`config.mk`:
```
export PLATFORM = sky130hd
export DESIGN_NAME = bt_solver
export DESIGN_NICKNAME = d
export VERILOG_FILES = /design/src/rtl/bt_pkg.sv /design/src/rtl/bt_divider.sv /design/src/rtl/bt_seg_lut.sv /design/src/rtl/bt_search.sv /design/src/rtl/bt_solver.sv
export SDC_FILE = /design/constraint.sdc
export NUM_CORES = 1
export LEC_CHECK = 0
export BUFFER_PORTS_ARGS = -buffer_cell sky130_fd_sc_hd__buf_2
export CORE_ASPECT_RATIO = 0.7
export CORE_MARGIN = 2
export CORE_UTILIZATION = 48
export DETAILED_ROUTE_END_ITERATION = 12
export PLACE_DENSITY = 0.62
export SLEW_MARGIN = 20
export SYNTH_ARGS = -nofsm -noshare
export SYNTH_HDL_FRONTEND = slang
export SYNTH_SLANG_ARGS = --single-unit
```
`constraint.sdc`:
```
create_clock -name clk -period 19 [get_ports clk]
set_clock_uncertainty 0.05 [all_clocks]
set_input_delay 0.95 -clock clk [delete_from_list [all_inputs] [get_ports clk]]
set_output_delay 0.95 -clock clk [all_outputs]
set_load 0.1 [all_outputs]
```
`src/rtl/bt_pkg.sv`:
```
// Package for the bit-timing solver: shared widths, state types, field
// positions of the packed word and the divider-code multiplier function.
// Assumes: all users compile this file first.
package bt_pkg;
    localparam int IDX_W    = 5;
    localparam int IDX_TOP  = 22;
    localparam int SEG1_LSB = 16;
    localparam int SEG2_LSB = 20;
    localparam int SJW_LSB  = 14;
    localparam int BRP_BITS = 10;

    typedef enum logic [1:0] {
        SR_IDLE,
        SR_STEP,
        SR_TRY
    } srch_state_t;

    typedef enum logic [1:0] {
        TP_IDLE,
        TP_DIV_TICKS,
        TP_DIV_START,
        TP_SEARCH
    } top_state_t;

    // Multiplier selected by the peripheral clock divider code.
    function automatic logic [2:0] pclk_mult(input logic [1:0] code);
        case (code)
            2'd1:    return 3'd1;
            2'd2:    return 3'd2;
            2'd3:    return 3'd6;
            default: return 3'd4;
        endcase
    endfunction
endpackage

```
`src/rtl/bt_divider.sv`:
```
// Restoring iterative divider: one quotient bit per cycle, N cycles per
// division. Assumes the divisor is non-zero (the caller filters zero) and
// that go is only pulsed while busy is low.
module bt_divider #(
    parameter int N = 32,
    parameter int D = 35
) (
    input  logic         clk,
    input  logic         rst_n,
    input  logic         go,
    input  logic [N-1:0] dividend,
    input  logic [D-1:0] divisor,
    output logic         busy,
    output logic         done,
    output logic [N-1:0] quotient
);
    localparam int CW = $clog2(N + 1);

    logic [D:0]   rem_q;
    logic [N-1:0] quo_q;
    logic [D-1:0] dvs_q;
    logic [CW-1:0] cnt_q;
    logic [D:0]   trial;
    logic         fits;

    // Shift the next dividend bit into the partial remainder and compare.
    always_comb begin
        trial = {rem_q[D-1:0], quo_q[N-1]};
        fits  = (trial >= {1'b0, dvs_q});
    end

    // Iteration register: load on go, then one restoring step per cycle.
    always_ff @(posedge clk) begin
        if (!rst_n) begin
            rem_q <= '0;
            quo_q <= '0;
            dvs_q <= '0;
            cnt_q <= '0;
            busy  <= 1'b0;
            done  <= 1'b0;
        end else begin
            done <= 1'b0;
            if (go && !busy) begin
                rem_q <= '0;
                quo_q <= dividend;
                dvs_q <= divisor;
                cnt_q <= CW'(N);
                busy  <= 1'b1;
            end else if (busy) begin
                rem_q <= fits ? (trial - {1'b0, dvs_q}) : trial;
                quo_q <= {quo_q[N-2:0], fits};
                cnt_q <= cnt_q - CW'(1);
                if (cnt_q == CW'(1)) begin
                    busy <= 1'b0;
                    done <= 1'b1;
                end
            end
        end
    end

    assign quotient = quo_q;


    rem_below_divisor_chk: assert property (@(posedge clk) disable iff (!rst_n)
        done |-> (rem_q < {1'b0, dvs_q}));
endmodule

```
`src/rtl/bt_seg_lut.sv`:
```
// Segment-code lookup: maps a segment index (0..22) to the pair of
// phase-segment codes that keeps the sample point near 75%.
// Assumes: indices above 22 never occur; they return zeros.
module bt_seg_lut (
    input  logic [4:0] idx,
    output logic [3:0] seg1,
    output logic [2:0] seg2
);
    // Fixed 23-entry table, decoded combinationally.
    always_comb begin
        case (idx)
            5'd0:  begin seg1 = 4'h0; seg2 = 3'd0; end
            5'd1:  begin seg1 = 4'h1; seg2 = 3'd0; end
            5'd2:  begin seg1 = 4'h2; seg2 = 3'd0; end
            5'd3:  begin seg1 = 4'h3; seg2 = 3'd0; end
            5'd4:  begin seg1 = 4'h3; seg2 = 3'd1; end
            5'd5:  begin seg1 = 4'h4; seg2 = 3'd1; end
            5'd6:  begin seg1 = 4'h5; seg2 = 3'd1; end
            5'd7:  begin seg1 = 4'h6; seg2 = 3'd1; end
            5'd8:  begin seg1 = 4'h6; seg2 = 3'd2; end
            5'd9:  begin seg1 = 4'h7; seg2 = 3'd2; end
            5'd10: begin seg1 = 4'h8; seg2 = 3'd2; end
            5'd11: begin seg1 = 4'h9; seg2 = 3'd2; end
            5'd12: begin seg1 = 4'h9; seg2 = 3'd3; end
            5'd13: begin seg1 = 4'hA; seg2 = 3'd3; end
            5'd14: begin seg1 = 4'hB; seg2 = 3'd3; end
            5'd15: begin seg1 = 4'hC; seg2 = 3'd3; end
            5'd16: begin seg1 = 4'hD; seg2 = 3'd3; end
            5'd17: begin seg1 = 4'hD; seg2 = 3'd4; end
            5'd18: begin seg1 = 4'hE; seg2 = 3'd4; end
            5'd19: begin seg1 = 4'hF; seg2 = 3'd4; end
            5'd20: begin seg1 = 4'hF; seg2 = 3'd5; end
            5'd21: begin seg1 = 4'hF; seg2 = 3'd6; end
            5'd22: begin seg1 = 4'hF; seg2 = 3'd7; end
            default: begin seg1 = 4'h0; seg2 = 3'd0; end
        endcase
    end
endmodule

```
`src/rtl/bt_search.sv`:
```
// Exact-match search engine. From a start prescaler, it increments the
// prescaler while it is below the limit, then tries indices 22 down to 1,
// one per cycle, until (idx+3)*(prescaler+1) equals the tick count.
// Assumes ticks, brp_init and brp_limit stay stable while the search runs.
module bt_search
    import bt_pkg::*;
#(
    parameter int N = 32
) (
    input  logic             clk,
    input  logic             rst_n,
    input  logic             go,
    input  logic [N-1:0]     ticks,
    input  logic [N-1:0]     brp_init,
    input  logic [N-1:0]     brp_limit,
    output logic             done,
    output logic             hit,
    output logic [N-1:0]     brp,
    output logic [IDX_W-1:0] idx
);
    localparam int PW = N + IDX_W + 2;

    srch_state_t   st_q;
    logic [PW-1:0] cand;

    // Candidate product for the index and prescaler under trial.
    always_comb begin
        cand = PW'(PW'(idx) + PW'(3)) * (PW'(brp) + PW'(1));
    end

    // Search sequencer: step the prescaler, then sweep the index downward.
    always_ff @(posedge clk) begin
        if (!rst_n) begin
            st_q <= SR_IDLE;
            done <= 1'b0;
            hit  <= 1'b0;
            brp  <= '0;
            idx  <= '0;
        end else begin
            done <= 1'b0;
            case (st_q)
                SR_IDLE: begin
                    if (go) begin
                        brp  <= brp_init;
                        hit  <= 1'b0;
                        st_q <= SR_STEP;
                    end
                end
                SR_STEP: begin
                    if (brp < brp_limit) begin
                        brp  <= brp + N'(1);
                        idx  <= IDX_W'(IDX_TOP);
                        st_q <= SR_TRY;
                    end else begin
                        done <= 1'b1;
                        hit  <= 1'b0;
                        st_q <= SR_IDLE;
                    end
                end
                SR_TRY: begin
                    if (cand == PW'(ticks)) begin
                        done <= 1'b1;
                        hit  <= 1'b1;
                        st_q <= SR_IDLE;
                    end else if (idx == IDX_W'(1)) begin
                        st_q <= SR_STEP;
                    end else begin
                        idx <= idx - IDX_W'(1);
                    end
                end
                default: st_q <= SR_IDLE;
            endcase
        end
    end


    hit_exact_chk: assert property (@(posedge clk) disable iff (!rst_n)
        (done && hit) |-> (cand == PW'(ticks)) && (idx >= IDX_W'(1)) && (idx <= IDX_W'(IDX_TOP)));


    brp_window_chk: assert property (@(posedge clk) disable iff (!rst_n)
        (done && hit) |-> (brp > brp_init) && (brp <= brp_limit));
endmodule

```
`src/rtl/bt_solver.sv`:
```
// Top of the bit-timing solver. It sequences two divisions (the tick count,
// then the first prescaler) and the exact-match search, and finally packs
// the bit-timing word. A zero bit rate fails at once.
// Assumes start is a pulse; it is only honoured while busy is low.
module bt_solver
    import bt_pkg::*;
#(
    parameter int CLK_W  = 32,
    parameter int RATE_W = 32
) (
    input  logic              clk,
    input  logic              rst_n,
    input  logic              start,
    input  logic [CLK_W-1:0]  sys_clk_val,
    input  logic [1:0]        pclk_code,
    input  logic [RATE_W-1:0] bit_rate,
    input  logic [1:0]        sjw,
    output logic              busy,
    output logic              done,
    output logic [31:0]       timing_word
);
    localparam int DW = RATE_W + 3;

    top_state_t       st_q;
    logic [CLK_W-1:0] div_a_q;
    logic [DW-1:0]    div_b_q;
    logic             div_go_q;
    logic             div_busy, div_done;
    logic [CLK_W-1:0] div_quo;
    logic [CLK_W-1:0] ticks_q;
    logic [CLK_W-1:0] brp_init_q;
    logic [CLK_W-1:0] brp_limit;
    logic             srch_go_q;
    logic             srch_done, srch_hit;
    logic [CLK_W-1:0] srch_brp;
    logic [IDX_W-1:0] srch_idx;
    logic [3:0]       seg1;
    logic [2:0]       seg2;
    logic [1:0]       sjw_q;
    logic [DW-1:0]    rate_prod;
    logic [31:0]      packed_word;

    bt_divider #(.N(CLK_W), .D(DW)) i_div (
        .clk      (clk),
        .rst_n    (rst_n),
        .go       (div_go_q),
        .dividend (div_a_q),
        .divisor  (div_b_q),
        .busy     (div_busy),
        .done     (div_done),
        .quotient (div_quo)
    );

    bt_search #(.N(CLK_W)) i_srch (
        .clk       (clk),
        .rst_n     (rst_n),
        .go        (srch_go_q),
        .ticks     (ticks_q),
        .brp_init  (brp_init_q),
        .brp_limit (brp_limit),
        .done      (srch_done),
        .hit       (srch_hit),
        .brp       (srch_brp),
        .idx       (srch_idx)
    );

    bt_seg_lut i_lut (
        .idx  (srch_idx),
        .seg1 (seg1),
        .seg2 (seg2)
    );

    // Divisor product and stop bound derived from the held operands.
    always_comb begin
        rate_prod = DW'(pclk_mult(pclk_code)) * DW'(bit_rate);
        brp_limit = ticks_q >> 2;
    end

    // Field packing of a successful search.
    always_comb begin
        packed_word = '0;
        packed_word[SEG2_LSB +: 3]     = seg2;
        packed_word[SEG1_LSB +: 4]     = seg1;
        packed_word[SJW_LSB +: 2]      = sjw_q;
        packed_word[0 +: BRP_BITS]     = srch_brp[BRP_BITS-1:0];
    end

    // Request sequencer: divide, divide, search, then publish the result.
    always_ff @(posedge clk) begin
        if (!rst_n) begin
            st_q        <= TP_IDLE;
            div_a_q     <= '0;
            div_b_q     <= '0;
            div_go_q    <= 1'b0;
            srch_go_q   <= 1'b0;
            ticks_q     <= '0;
            brp_init_q  <= '0;
            sjw_q       <= '0;
            done        <= 1'b0;
            timing_word <= '0;
        end else begin
            div_go_q  <= 1'b0;
            srch_go_q <= 1'b0;
            done      <= 1'b0;
            case (st_q)
                TP_IDLE: begin
                    if (start) begin
                        sjw_q <= sjw;
                        if (bit_rate == '0) begin
                            timing_word <= '1;
                            done        <= 1'b1;
                        end else begin
                            div_a_q  <= sys_clk_val;
                            div_b_q  <= rate_prod;
                            div_go_q <= 1'b1;
                            st_q     <= TP_DIV_TICKS;
                        end
                    end
                end
                TP_DIV_TICKS: begin
                    if (div_done) begin
                        ticks_q  <= div_quo;
                        div_a_q  <= div_quo;
                        div_b_q  <= DW'(24);
                        div_go_q <= 1'b1;
                        st_q     <= TP_DIV_START;
                    end
                end
                TP_DIV_START: begin
                    if (div_done) begin
                        brp_init_q <= div_quo;
                        srch_go_q  <= 1'b1;
                        st_q       <= TP_SEARCH;
                    end
                end
                TP_SEARCH: begin
                    if (srch_done) begin
                        timing_word <= srch_hit ? packed_word : '1;
                        done        <= 1'b1;
                        st_q        <= TP_IDLE;
                    end
                end
                default: st_q <= TP_IDLE;
            endcase
        end
    end

    assign busy = (st_q != TP_IDLE);


    done_pulse_chk: assert property (@(posedge clk) disable iff (!rst_n)
        done |=> !done);


    start_ignored_chk: assert property (@(posedge clk) disable iff (!rst_n)
        (busy && start) |=> $stable(sjw_q) && !done);


    word_zero_bits_chk: assert property (@(posedge clk) disable iff (!rst_n)
        (done && (timing_word != '1)) |-> (timing_word[31:23] == '0) && (timing_word[13:10] == '0));


    zero_rate_chk: assert property (@(posedge clk) disable iff (!rst_n)
        (!busy && start && (bit_rate == '0)) |=> done && (timing_word == '1));


    div_idle_on_go_chk: assert property (@(posedge clk) disable iff (!rst_n)
        div_go_q |-> !div_busy);
endmodule

```
==> results by group <==
Status
  • Outcome: complete, no violations

Timing
  • Final worst path period share: 56.5%
  • FMAX: 93.1 MHz
  • # setup viols final: 0
  • Relative slew slack: 22.2%
  • Clock period minus worst slack: 10.74 ns
  • Worst-Margin Slew: 1.16 ns
  • Total negative slack: 0 ns
  • RSZ-0062 raised after global routing: no
  • Hold Vio Cnt, Final: 0
  • Final slew viol count: 0

Synth
  • Post-synthesis sequential area ratio: 24.6%
  • Asr flop ratio synth: 0%
  • Syn_area_per_cell: 7.75 um^2
  • Post-synth EDFFs: 0
  • Yosys warning count: 0
  • Ys flop type: dfxtp_1
  • Instance count of the mapped netlist: 3321
  • Yosys cell types: 89
  • Seq cells post-synth: 316
  • Synth Cell Area: 0.0257 mm^2
  • Mapped Nets: 3715

Floorplan
  • Die area: 0.0555 mm^2
  • Initial core utilization: 48.9%
  • Die span in x: 281 um
  • Num rows: 70
  • IO Count: 105
  • Core ar.: 0.0526 mm^2
  • Die height: 198 um

Global route
  • Overall global routing resource usage: 27.8%
  • Initial antenna violation count: 3
  • First-pass GRT wire length: 123000 um
  • Largest net degree at the start of global routing: 144
  • Number of global-route vias before repair: 21900
  • Global route total overflow: 0

Cells and area
  • Area grow syn2layout: 6.71%
  • FILL cells: 5076
  • Layout cell share with drive strength beyond 1: 7.08%
  • Fin util: 52.2%
  • Most frequent cells in the layout: 531 x nand2_1, 383 x nor2_1, 315 x a21oi_1
  • Nets: 3677
  • Commonest non-fill, non-tap cell in the layout: nand2_1

Power
  • Gate power share: 45.1%
  • Psw: 1.10 mW
  • Clk pwr share: 22.4%
  • Sequential power share: 32.5%
  • Total power: 2.60 mW
  • Power per cell area: 94.8 mW/mm^2
  • Worst vdd ir: 0.0947 mV
  • Leak: 10.7 nW
  • Pint: 1.51 mW
  • Net Sw Frac: 42.1%

Route
  • Pre-Repair DR Iteration Count: 5
  • Via count: 23200
  • DR DRC count: 0
  • 1st-iter DRT viols: 2118
  • Via/cell ratio: 5.80
  • DRT antenna net count: 0
  • Drt total wl: 76900 um
  • WL per Instance: 19.3 um

Clock network
  • H-tree levels: 1
  • Clock Pin Slew Worst Setup and Hold Paths: 0.07 ns
  • Root Driver: clkbuf_16
  • CTS Sinks: 316
  • Worst-Skew Late Latency: 0.57 ns
  • CTS buffer count: 28
  • CTS tree: built
  • Resize count post-CTS: 0
  • # hold bufs at CTS: 0
  • Postcts setup bufs: 0
  • Maximum root-to-sink buffer count: 3

Placed design
  • GPL Wtd Cong: 0.945
  • Post-DP HPWL: 60100 um
  • IO Port Bufs: 104

Setup path
  • Crit-path max FO: 13
  • Slowest CP cell: nor3_1
  • Required time of the critical path: 19.43 ns
  • Reg-to-reg slack, setup: 8.26 ns
  • Max incr delay on CP: 0.85 ns
  • Critical path capture point type: register
  • CP arrival: 11.17 ns
  • CP startpoint kind: register
  • CP Class: reg2reg

Worst hold path
  • Worst min-delay path category: reg2reg

Job
  • Maxcap violations: 0
==> cell families (layout without fill, tap and decap cells) <==
| group | after synthesis | after routing | share of synthesized area (%) |
|---|---|---|---|
| simple gates | 1260 | 1260 | 21.6 |
| flops | 316 | 316 | 24.6 |
| mux | 87 | 87 | 3.40 |
| fa+ha+maj | 323 | 323 | 20.3 |
| compound gates | 758 | 758 | 18.6 |
| xor+xnor | 138 | 138 | 4.70 |
| buf+inv | 439 | 423 | 6.78 |
| other cells | 0 | 2 | 0 |
==> path summary, 6_finish.rpt <==
kind / startpoint / end / depth (start not counted)
worst min-delay path: div_b_q[20] / i_div.dvs_q[20] / 2
worst min register to register: div_b_q[20] / i_div.dvs_q[20] / 2
worst max register to register: i_srch.brp[0] / i_lut.seg1[2] / 30
worst max-delay path: i_srch.brp[0] / i_lut.seg1[2] / 30
==> registers in the layout, summed over array words and instances, names as in the netlist, 6 cells and up <==
register	flops
div_b_q	35
i_div.dvs_q	35
i_div.rem_q	35
brp_init_q	32
div_a_q	32
i_div.quotient	32
i_srch.brp	32
ticks_q	32
timing_word	20
i_div.cnt_q	6
==> per-layer routing <==
layer,part of all wire (%),vias to the layer above,track usage [%]
li1,-,11200,-
met1,51,11100,44.0
met2,38,815,37.2
met5,0.15,-,1.33
met3,10,77,7.75
met4,1.5,4,4.16
==> through the flow <==
step	cell area (um^2)	instances	hold slack, ns	setup WS [ns]
CTS	27400	3989	0.400	8.43
global placement	26500	3937	0.392	8.90
detailed placement	26500	3937	0.394	8.47
floorplan	25700	3321	0.381	10.57
finish	27400	3991	0.403	8.26
global route	27400	3990	0.425	7.62
==> critical path, delay by kind of cell (launching register included) <==
family | cells | cell delay, ns
compound gates | 4 | 0.91
xor+xnor | 1 | 0.56
fa+ha+maj | 5 | 2.36
buf+inv | 3 | 0.39
flops | 1 | 0.59
mux | 1 | 0.20
simple gates | 16 | 5.58
==> power by group through the flow <==
stage	clock network, mW	registers (mW)	logic [mW]
after floorplan	0	0.840	0.891
after global placement	0	0.854	1.13
after detailed placement	0	0.858	1.15
after CTS	0.593	0.844	1.15
after global routing	0.621	0.858	1.31
final	0.584	0.845	1.17
==> synthesized netlist by cell type, types with 56 or more instances <==
master      n  area (um^2)
inv_1     241          905
fa_1      157         3140
o21ai_0    93          465
a211oi_1   85          638
nand2_1   534         2000
clkbuf_1  149          559
a21oi_1   315         1580
nor3_1     56          280
dfxtp_1   316         6330
ha_1      166         2080
xnor2_1    85          744
nor2_1    384         1440
mux2i_1    85          851
==> final cells by class <==
type	count	area [um^2]	share of cell area [%]
Antenna cell	2	5.00	0.0182
Clock buffer	34	754	2.75
Clock inverter	18	166	0.606
Inverter	244	923	3.36
Multi-Input combinational cell	2566	17700	64.5
Sequential cell	316	6330	23.1
Tap cell	684	856	3.12
Timing Repair Buffer	127	697	2.54
Note: power is estimated with default switching activity, not from simulation.
